**config.mk**
```make
export PLATFORM = sky130hd
export DESIGN_NAME = dma_fetch_seq
export DESIGN_NICKNAME = d
export VERILOG_FILES = /design/src/rtl/dma_fetch_seq_pkg.sv /design/src/rtl/dma_fetch_trig.sv /design/src/rtl/dma_fetch_chan.sv /design/src/rtl/dma_fetch_pick.sv /design/src/rtl/dma_fetch_seq.sv
export SDC_FILE = /design/constraint.sdc
export NUM_CORES = 2
export LEC_CHECK = 0
export BUFFER_PORTS_ARGS = -buffer_cell sky130_fd_sc_hd__buf_4
export CORE_MARGIN = 5
export CORE_UTILIZATION = 25
export DETAILED_ROUTE_END_ITERATION = 8
export GPL_TIMING_DRIVEN = 0
export HOLD_SLACK_MARGIN = 0.06
export SYNTH_ARGS = -nofsm -noshare
export SYNTH_HDL_FRONTEND = slang
export SYNTH_SLANG_ARGS = --single-unit
```
**constraint.sdc**
```tcl
create_clock -name clk -period 5.45 [get_ports clk]
set_input_delay 0.2725 -clock clk [delete_from_list [all_inputs] [get_ports clk]]
set_output_delay 0.2725 -clock clk [all_outputs]
set_load 0.05 [all_outputs]
```
**src/rtl/dma_fetch_seq_pkg.sv**
```systemverilog
package dma_fetch_seq_pkg;
  typedef enum logic [1:0] {
    KIND_GLOBAL = 2'd0,
    KIND_CTRL   = 2'd1,
    KIND_HEAD   = 2'd2,
    KIND_LINK   = 2'd3
  } reg_kind_e;

  localparam int CTL_EN_BIT    = 0;
  localparam int CTL_PAUSE_BIT = 1;
endpackage

```
**src/rtl/dma_fetch_trig.sv**
```systemverilog
module dma_fetch_trig #(
  parameter int NUM_CH = 6
) (
  input  logic                clk,
  input  logic                rst_n,
  input  logic                glb_wr,
  input  logic [2*NUM_CH-1:0] glb_bits,
  input  logic [NUM_CH-1:0]   trig_clr,
  input  logic [NUM_CH-1:0]   retrig_clr,
  output logic [NUM_CH-1:0]   trig,
  output logic [NUM_CH-1:0]   retrig
);
  logic [NUM_CH-1:0] set_trig, set_retrig;

  // Sets from a global write win over same-cycle clears.
  assign set_trig   = glb_wr ? glb_bits[NUM_CH-1:0]        : '0;
  assign set_retrig = glb_wr ? glb_bits[2*NUM_CH-1:NUM_CH] : '0;

  always_ff @(posedge clk) begin
    if (!rst_n) begin
      trig   <= '0;
      retrig <= '0;
    end else begin
      trig   <= (trig & ~trig_clr) | set_trig;
      retrig <= (retrig & ~retrig_clr) | set_retrig;
    end
  end

  // a control write drops the channel trigger
  p_ctl_drops_trig_r3: assert property (@(posedge clk) disable iff (!rst_n)
    (trig_clr != '0 && !glb_wr) |=> ((trig & $past(trig_clr)) == '0));

  // a consumed retrigger is gone on the next cycle
  p_retrig_oneshot_r6: assert property (@(posedge clk) disable iff (!rst_n)
    (retrig_clr != '0 && !glb_wr) |=> ((retrig & $past(retrig_clr)) == '0));

  // without a global write no trigger bit can appear
  p_no_spurious_set_r2: assert property (@(posedge clk) disable iff (!rst_n)
    !glb_wr |=> ((trig & ~$past(trig)) == '0));
endmodule

```
**src/rtl/dma_fetch_chan.sv**
```systemverilog
module dma_fetch_chan
  import dma_fetch_seq_pkg::*;
#(
  parameter int AW = 48
) (
  input  logic          clk,
  input  logic          rst_n,
  input  logic          ctl_wr,
  input  logic [1:0]    ctl_bits,
  input  logic          head_wr,
  input  logic [AW-1:0] head_data,
  input  logic          res_hit,
  input  logic          res_err,
  input  logic          res_last,
  input  logic [AW-1:0] res_next,
  input  logic          fin_clr,
  output logic          en,
  output logic          pause,
  output logic [AW-1:0] head,
  output logic [AW-1:0] link,
  output logic          fin
);
  logic res_end, res_load;

  assign res_end  = res_hit && (res_err || res_last);
  assign res_load = res_hit && !res_err;

  always_ff @(posedge clk) begin
    if (!rst_n) begin
      en    <= 1'b0;
      pause <= 1'b0;
      head  <= '0;
      link  <= '0;
      fin   <= 1'b1;
    end else begin
      if (ctl_wr) begin
        en    <= ctl_bits[CTL_EN_BIT];
        pause <= ctl_bits[CTL_PAUSE_BIT];
      end
      if (head_wr) head <= head_data;
      if (res_load) link <= res_next;
      if (res_end) fin <= 1'b1;
      else if (fin_clr) fin <= 1'b0;
    end
  end

  // taking the head address clears finished
  p_head_clears_fin_r5: assert property (@(posedge clk) disable iff (!rst_n)
    (fin_clr && !res_end) |=> !fin);

  // an ending result marks the channel finished
  p_end_sets_fin_r8: assert property (@(posedge clk) disable iff (!rst_n)
    res_end |=> fin);

  // the link pointer moves only on a clean result
  p_link_hold_r7: assert property (@(posedge clk) disable iff (!rst_n)
    !res_load |=> $stable(link));

  // control bits change only on a control write
  p_ctl_hold_r3: assert property (@(posedge clk) disable iff (!rst_n)
    !ctl_wr |=> $stable({en, pause}));
endmodule

```
**src/rtl/dma_fetch_pick.sv**
```systemverilog
module dma_fetch_pick #(
  parameter int NUM_CH = 6,
  parameter int AW     = 48,
  parameter int CH_W   = 3
) (
  input  logic                       req,
  input  logic [CH_W-1:0]            ch,
  input  logic [NUM_CH-1:0]          trig,
  input  logic [NUM_CH-1:0]          retrig,
  input  logic [NUM_CH-1:0]          en,
  input  logic [NUM_CH-1:0]          pause,
  input  logic [NUM_CH-1:0]          fin,
  input  logic [NUM_CH-1:0][AW-1:0]  head,
  input  logic [NUM_CH-1:0][AW-1:0]  link,
  output logic                       ok,
  output logic                       from_head,
  output logic [AW-1:0]              addr,
  output logic [NUM_CH-1:0]          fin_clr,
  output logic [NUM_CH-1:0]          retrig_clr
);
  always_comb begin
    ok         = 1'b0;
    from_head  = 1'b0;
    addr       = '0;
    fin_clr    = '0;
    retrig_clr = '0;
    for (int i = 0; i < NUM_CH; i++) begin
      if (req && ch == CH_W'(i) && trig[i] && en[i] && !pause[i]) begin
        ok = 1'b1;
        // Finished is examined first; retrigger is only consumed otherwise.
        if (fin[i]) begin
          from_head  = 1'b1;
          fin_clr[i] = 1'b1;
        end else if (retrig[i]) begin
          from_head     = 1'b1;
          retrig_clr[i] = 1'b1;
        end
        addr = from_head ? head[i] : link[i];
      end
    end
  end
endmodule

```
**src/rtl/dma_fetch_seq.sv**
```systemverilog
module dma_fetch_seq
  import dma_fetch_seq_pkg::*;
#(
  parameter int NUM_CH = 6,
  parameter int LO_W   = 32,
  parameter int EXT_W  = 16,
  localparam int AW    = LO_W + EXT_W,
  localparam int CH_W  = (NUM_CH > 1) ? $clog2(NUM_CH) : 1
) (
  input  logic            clk,
  input  logic            rst_n,
  input  logic            reg_wr,
  input  logic [1:0]      reg_kind,
  input  logic [CH_W-1:0] reg_ch,
  input  logic [AW-1:0]   reg_wdata,
  input  logic            start_req,
  input  logic [CH_W-1:0] start_ch,
  output logic            start_ok,
  output logic            start_from_head,
  output logic [AW-1:0]   fetch_addr,
  input  logic            res_valid,
  input  logic [CH_W-1:0] res_ch,
  input  logic            res_err,
  input  logic            res_last,
  input  logic [AW-1:0]   res_next
);
  reg_kind_e kind;
  logic glb_wr;
  logic [NUM_CH-1:0] ctl_wr, head_wr, res_hit;
  logic [NUM_CH-1:0] trig, retrig, en, pause, fin, fin_clr, retrig_clr;
  logic [NUM_CH-1:0][AW-1:0] head, link;

  assign kind   = reg_kind_e'(reg_kind);
  assign glb_wr = reg_wr && kind == KIND_GLOBAL;

  dma_fetch_trig #(.NUM_CH(NUM_CH)) trig_i (
    .clk        (clk),
    .rst_n      (rst_n),
    .glb_wr     (glb_wr),
    .glb_bits   (reg_wdata[2*NUM_CH-1:0]),
    .trig_clr   (ctl_wr),
    .retrig_clr (retrig_clr),
    .trig       (trig),
    .retrig     (retrig)
  );

  for (genvar g = 0; g < NUM_CH; g++) begin : g_ch
    assign ctl_wr[g]  = reg_wr && kind == KIND_CTRL && reg_ch == CH_W'(g);
    assign head_wr[g] = reg_wr && kind == KIND_HEAD && reg_ch == CH_W'(g);
    assign res_hit[g] = res_valid && res_ch == CH_W'(g);

    dma_fetch_chan #(.AW(AW)) chan_i (
      .clk       (clk),
      .rst_n     (rst_n),
      .ctl_wr    (ctl_wr[g]),
      .ctl_bits  (reg_wdata[1:0]),
      .head_wr   (head_wr[g]),
      .head_data (reg_wdata),
      .res_hit   (res_hit[g]),
      .res_err   (res_err),
      .res_last  (res_last),
      .res_next  (res_next),
      .fin_clr   (fin_clr[g]),
      .en        (en[g]),
      .pause     (pause[g]),
      .head      (head[g]),
      .link      (link[g]),
      .fin       (fin[g])
    );
  end

  dma_fetch_pick #(.NUM_CH(NUM_CH), .AW(AW), .CH_W(CH_W)) pick_i (
    .req        (start_req),
    .ch         (start_ch),
    .trig       (trig),
    .retrig     (retrig),
    .en         (en),
    .pause      (pause),
    .fin        (fin),
    .head       (head),
    .link       (link),
    .ok         (start_ok),
    .from_head  (start_from_head),
    .addr       (fetch_addr),
    .fin_clr    (fin_clr),
    .retrig_clr (retrig_clr)
  );

  // a refused start leaves finished and retrigger state alone
  p_refused_quiet_r4: assert property (@(posedge clk) disable iff (!rst_n)
    (start_req && !start_ok && !res_valid && !reg_wr) |=> ($stable(fin) && $stable(retrig)));

  // no acceptance without a request
  p_no_req_no_ok_r4: assert property (@(posedge clk) disable iff (!rst_n)
    !start_req |-> !start_ok);
endmodule

```
# Yosys cells after proc, flatten, opt, wreduce, memory -nomap -nowiden
# Index checks and enable logic that the tools add are counted.
# totals
regBits	606
latch_bits	0
ram_bits	0
romBits	0
inputBits	114
out_inout_bits	50
elab_cells	204
memories	0
# classes
n_addsub	0
multipliers	0
div	0
order_cmp	0
n_eq_ne	17
n_shift	0
n_mux	73
bitwise_logic	7
reduce_logical	75
# op_table
op	n
$mux 48	12
$mux 1	59
$logic_and 1x1->1	57
$eq 3x2->1 const B	6
$eq 3x3->1 const B	6
$and 6x6->6	2
$mux 6	2
$not 6->6	2
$or 6x6->6	2
$reduce_or 2->1	6
$eq 3x1->1 const B	3
$logic_not 3->1	3
$logic_not 1->1	7
$eq 2x1->1 const B	1
$eq 2x2->1 const B	1
$logic_not 2->1	1
$logic_or 1x1->1	1
$not 1->1	1

# Longest topological paths before layout
# logic_depth
word_depth	28
mapped_depth	11
depth_no_buf	6

# By module
# A second synthesis with hierarchy kept.
# unflattened
hier_cells	3233
area_unflattened_um2	30406.7
# modules_own_cells
mod	instances	cells_each	area_per_inst_um2
dma_fetch_chan	6	375	3861.2
dma_fetch_pick	1	902	6553.8
dma_fetch_trig	1	50	474.2
dma_fetch_seq	1	31	211.5

# Least setup slack after synthesis
# No wires, ideal clock.
# synth_path
path_type	flip-flop to output port
from	register g_ch[2].chan_i.fin
to	output fetch_addr[34]
t_arrival_ns	2.991
required_time_ns	5.178
setup_slack_ns	2.187
stages_incl_launch_ff	12
path_buffers	5
cell_sequence	dfxtp_1 > or2_1 > buf_2 > and3_1 > buf_6 > a211o_1 > or4_1 > clkbuf_1 > buf_6 > buf_6 > mux2i_1 > o221ai_1
# synth_between
elab_chain_len	16
elab_cells_between_ends	22
classes_between	mux: 22
# synth_lines
element	line	source
from (decl)	dma_fetch_chan.sv:21	output logic fin
from (signal assigned)	dma_fetch_chan.sv:34	fin <= 1'b1;
from (signal assigned)	dma_fetch_chan.sv:42	if (res_end) fin <= 1'b1;
from (signal assigned)	dma_fetch_chan.sv:43	else if (fin_clr) fin <= 1'b0;
$mux 1 (*)	dma_fetch_pick.sv:31	if (fin[i]) begin
$mux 1 (*)	dma_fetch_pick.sv:28	if (req && ch == CH_W'(i) && trig[i] && en[i] && !pause[i]) begin
$mux 1	dma_fetch_pick.sv:28	
$mux 1	dma_fetch_pick.sv:34	end else if (retrig[i]) begin
$mux 1	dma_fetch_pick.sv:31	
$mux 1 (2 in a row)	dma_fetch_pick.sv:28	
$mux 1	dma_fetch_pick.sv:34	
$mux 1	dma_fetch_pick.sv:31	
$mux 1 (2 in a row)	dma_fetch_pick.sv:28	
$mux 1	dma_fetch_pick.sv:34	
$mux 1	dma_fetch_pick.sv:31	
$mux 1	dma_fetch_pick.sv:28	
$mux 48	dma_fetch_pick.sv:38	addr = from_head ? head[i] : link[i];
$mux 48 (*)	dma_fetch_pick.sv:28	
to (decl)	dma_fetch_seq.sv:20	output logic [AW-1:0] fetch_addr,
# Mark *: on every way between the ends. The rest lies on a longest branch, timed or not. The select of a mux whose other input is x is not followed.

# Final worst setup path
# layout_path
from	register trig_i.trig[2]
to	output fetch_addr[33]
# layout_between
elab_chain_len	17
elab_cells_between_ends	22
classes_between	mux: 19; reduce/logical: 3
# layout_lines
element	line	source
from (decl)	dma_fetch_trig.sv:10	output logic [NUM_CH-1:0] trig,
from (signal assigned)	dma_fetch_trig.sv:24	trig <= (trig & ~trig_clr) | set_trig;
$logic_and 1x1->1 (*) (3 in a row)	dma_fetch_pick.sv:28	
$mux 1	dma_fetch_pick.sv:28	
$mux 1	dma_fetch_pick.sv:34	
$mux 1	dma_fetch_pick.sv:31	
$mux 1 (2 in a row)	dma_fetch_pick.sv:28	
$mux 1	dma_fetch_pick.sv:34	
$mux 1	dma_fetch_pick.sv:31	
$mux 1 (2 in a row)	dma_fetch_pick.sv:28	
$mux 1	dma_fetch_pick.sv:34	
$mux 1	dma_fetch_pick.sv:31	
$mux 1	dma_fetch_pick.sv:28	
$mux 48	dma_fetch_pick.sv:38	
$mux 48 (*)	dma_fetch_pick.sv:28	
# Marks and branches as above.

==> metrics.cfg <==
[yosys]
syn-instance-count = 3273
yosys_warnings = 0
synth_edf_count = 0
async_flop_share_pct = 0
synth-seq-cells = 606
syn_nets = 3387
yosysUniqueCellTypes = 51
ys.flop_type = dfxtp_1
synth-seq-area-share_pct = 45.1
synth_area_per_cell_um2 = 8.22
syn-cell-area_um2 = 26900

[routing]
wl_mm = 117
firstDrtPassIters = 5
drtAntennaViolNets = 0
wl_per_cell_um = 23.1
vias = 25600
vias_per_cell = 5.06
drc = 0
dr.first_iter.drc_count = 2809

[setup_path]
cp_cell_sequence = nor4bb_1 -> nand2_1 -> nor2_1 -> clkbuf_1 -> a221oi_1 -> o221ai_1 -> a2bb2oi_1 -> buf_4
crit_slowest_cell = nor2_1
critPathLaunch = trig_i.trig[2]
crit_type = register to output pin
endpoint_kind = output pin
arrival_ns = 4.63
cp_slowest_stage_delay_ns = 0.73
critPathLaunchType = register
path_max_fanout = 10
cp.required_ns = 5.18
timing.rr.start = g_ch[5].chan_i.pause

[global_routing]
grt_pass1_wl_mm = 166
grt_overflow = 0
antenna_found_initial = 8
grt_use_total_pct = 19.7
grt_pass1_vias = 24100
grt_max_degree = 13

[layout]
n_fill_cell = 11400
fin_nets = 3716
syn_to_final_growth_pct = 22.7
drive_above_1_share_pct = 8.82

[power]
switchingPower_mw = 2.32
power.share.sequential_pct = 46.9
vdd_drop_max_v = 0.000174
p_leak_nw = 10.8
internal-power_mw = 7.27
switching_share_pct = 24.2
power_density_nw_per_um2 = 291
clock_power_share_pct = 47.3
power_mw = 9.60
comb_power_share_pct = 5.8

[sta]
clock.fmax_mhz = 204
fin_skew_ns = 0.0275
timing.setup.tns_ns = 0
period_share_pct = 90.0
maxSlewHeadroom_pct = -9.02
rsz0062_at_grt = false
setup_violations = 0
post-route-min-period_ns = 4.91
setup_ws_ns = 0.544
finalHoldViolCount = 0
slew_viol_final = 4
max_slew.worst_pin.slew_ns = 1.62

[placed_design]
dp_slack_ns = 1.27
gp_congestion = 0.905
hpwlAfterDp_mm = 81.7
port-buffer-count = 161

[worst_hold_path]
hold_start = reg_kind[0]
hold_path_class = input port to register

[floorplanning]
die-width_um = 338
fp-row-count = 120
initial_core_util_pct = 25.2
fp.dieArea_um2 = 114000
core_um2 = 107000
io-pin-count = 164
die_y_um = 338

[cts]
clock-root-buffer = clkbuf_16
cts_setup_buffers = 0
max-clock-path-buffers = 3
clk_pin_slew_ns = 0.06
h-tree-depth = 3
cts_made_buffers = 68
clk_latency_ns = 0.63
cts_tree = built
cts.sinks = 606

[run_status]
violations = max-capacitance violations, max-slew violations
status = complete, but fails checks

[run]
cap_violations = 1

## final cells by class
class / count / area (um^2) / share of cell area (%)
inverters: 2 / 7.51 / 0.0227
diodes: 8 / 20.0 / 0.0607
plain buffers: 263 / 1040 / 3.16
well taps: 1403 / 1760 / 5.32
flip-flops and latches: 606 / 12100 / 36.8
clock buffers: 101 / 2000 / 6.06
repair buffers: 259 / 2190 / 6.63
multi-input cells: 2402 / 13700 / 41.6
clock inverters: 16 / 140 / 0.425
## cell usage after synthesis (5+ instances only)
master     count  area share (%)
nand2_1     1282              18
dfxtp_1      606              45
a21boi_0     594              17
clkbuf_1     236             3.3
mux2i_1      193             7.2
o221ai_1      48             1.6
a221oi_1      42             1.4
a21oi_1       38            0.71
o221a_2       34             1.4
o21ai_0       28            0.52
nor2_1        21            0.29
nand3_1       15            0.28
nor2b_1       11            0.26
a22oi_1       10            0.28
buf_1         10            0.14
buf_2          9            0.17
a2bb2oi_1      8            0.26
and3_1         8            0.19
mux2_2         8            0.33
and2_1         7            0.16
o22ai_1        5            0.12
## flip-flops by register name, indices dropped and copies added (netlist names)
name,count
g_ch.chan_i.head,288
g_ch.chan_i.link,288
g_ch.chan_i.pause,6
g_ch.chan_i.fin,6
trig_i.retrig,6
trig_i.trig,6
g_ch.chan_i.en,6
## final timing paths
check                           endpoint  slack [ns]  cells past startpoint
setup / recovery          fetch_addr[33]        0.54                      8
hold / removal            trig_i.trig[0]        0.13                      4
setup reg to reg      g_ch[5].chan_i.fin        2.37                      6
hold reg to reg   g_ch[5].chan_i.link[5]        0.46                      2
## timing repair
action,CTS,global route
gates resized for setup,0,0
hold buffers,98,0
endpoints found under the hold margin,582,0
## placed cells by master (no fill, tap or decap), drive strengths merged, types with 38 or more instances in the layout
cell | netlist | final
a21boi | 595 | 595
a21oi | 38 | 38
a221oi | 42 | 42
buf | 27 | 188
clkbuf | 236 | 337
dfxtp | 606 | 606
dlygate4sd3 | 0 | 98
mux2i | 193 | 193
nand2 | 1282 | 1282
o221ai | 48 | 48
## per-layer routing
layer  wire length (um)  track usage (%)
met3              11300             5.02
met2              51300             31.1
met5                 44                0
met1              48500             25.3
met4               5780             9.34
## kinds of logic after synthesis
| family | share of synthesized area, % |
|---|---|
| buf+inv | 3.91 |
| compound gates | 23.6 |
| flops | 45.1 |
| mux | 7.52 |
| simple gates | 19.9 |
## power groups by stage
stage          clock, mW  sequential, mW  combinational, mW
2_1_floorplan          0            4.59              0.192
3_3_place_gp           0            4.60              0.480
3_5_place_dp           0            4.60              0.484
4_1_cts             4.57            4.50              0.548
5_1_grt             4.74            4.50              0.581
6_report            4.54            4.50              0.559
## per-stage QoR
step | std cells | area [um^2] | hold slack, ns | utilization (%)
4_1_cts | 5052 | 33000 | 0.0910 | 30.9
6_report | 5060 | 33000 | 0.126 | 30.9
3_3_place_gp | 4837 | 29900 | 0.449 | 27.9
3_5_place_dp | 4837 | 29900 | 0.454 | 27.9
5_1_grt | 5053 | 33000 | 0.154 | 30.9
2_1_floorplan | 3273 | 26900 | 0.417 | -
## worst max-delay path, delay by kind of cell (launching register included)
kind / cells / cell delay, ns
DFF: 1 / 0.32
AOI/OAI and AO/OA: 3 / 0.92
and+or+nand+nor: 3 / 1.73
buffers and inverters: 2 / 1.03
Note: power is estimated with default switching activity, not from simulation.
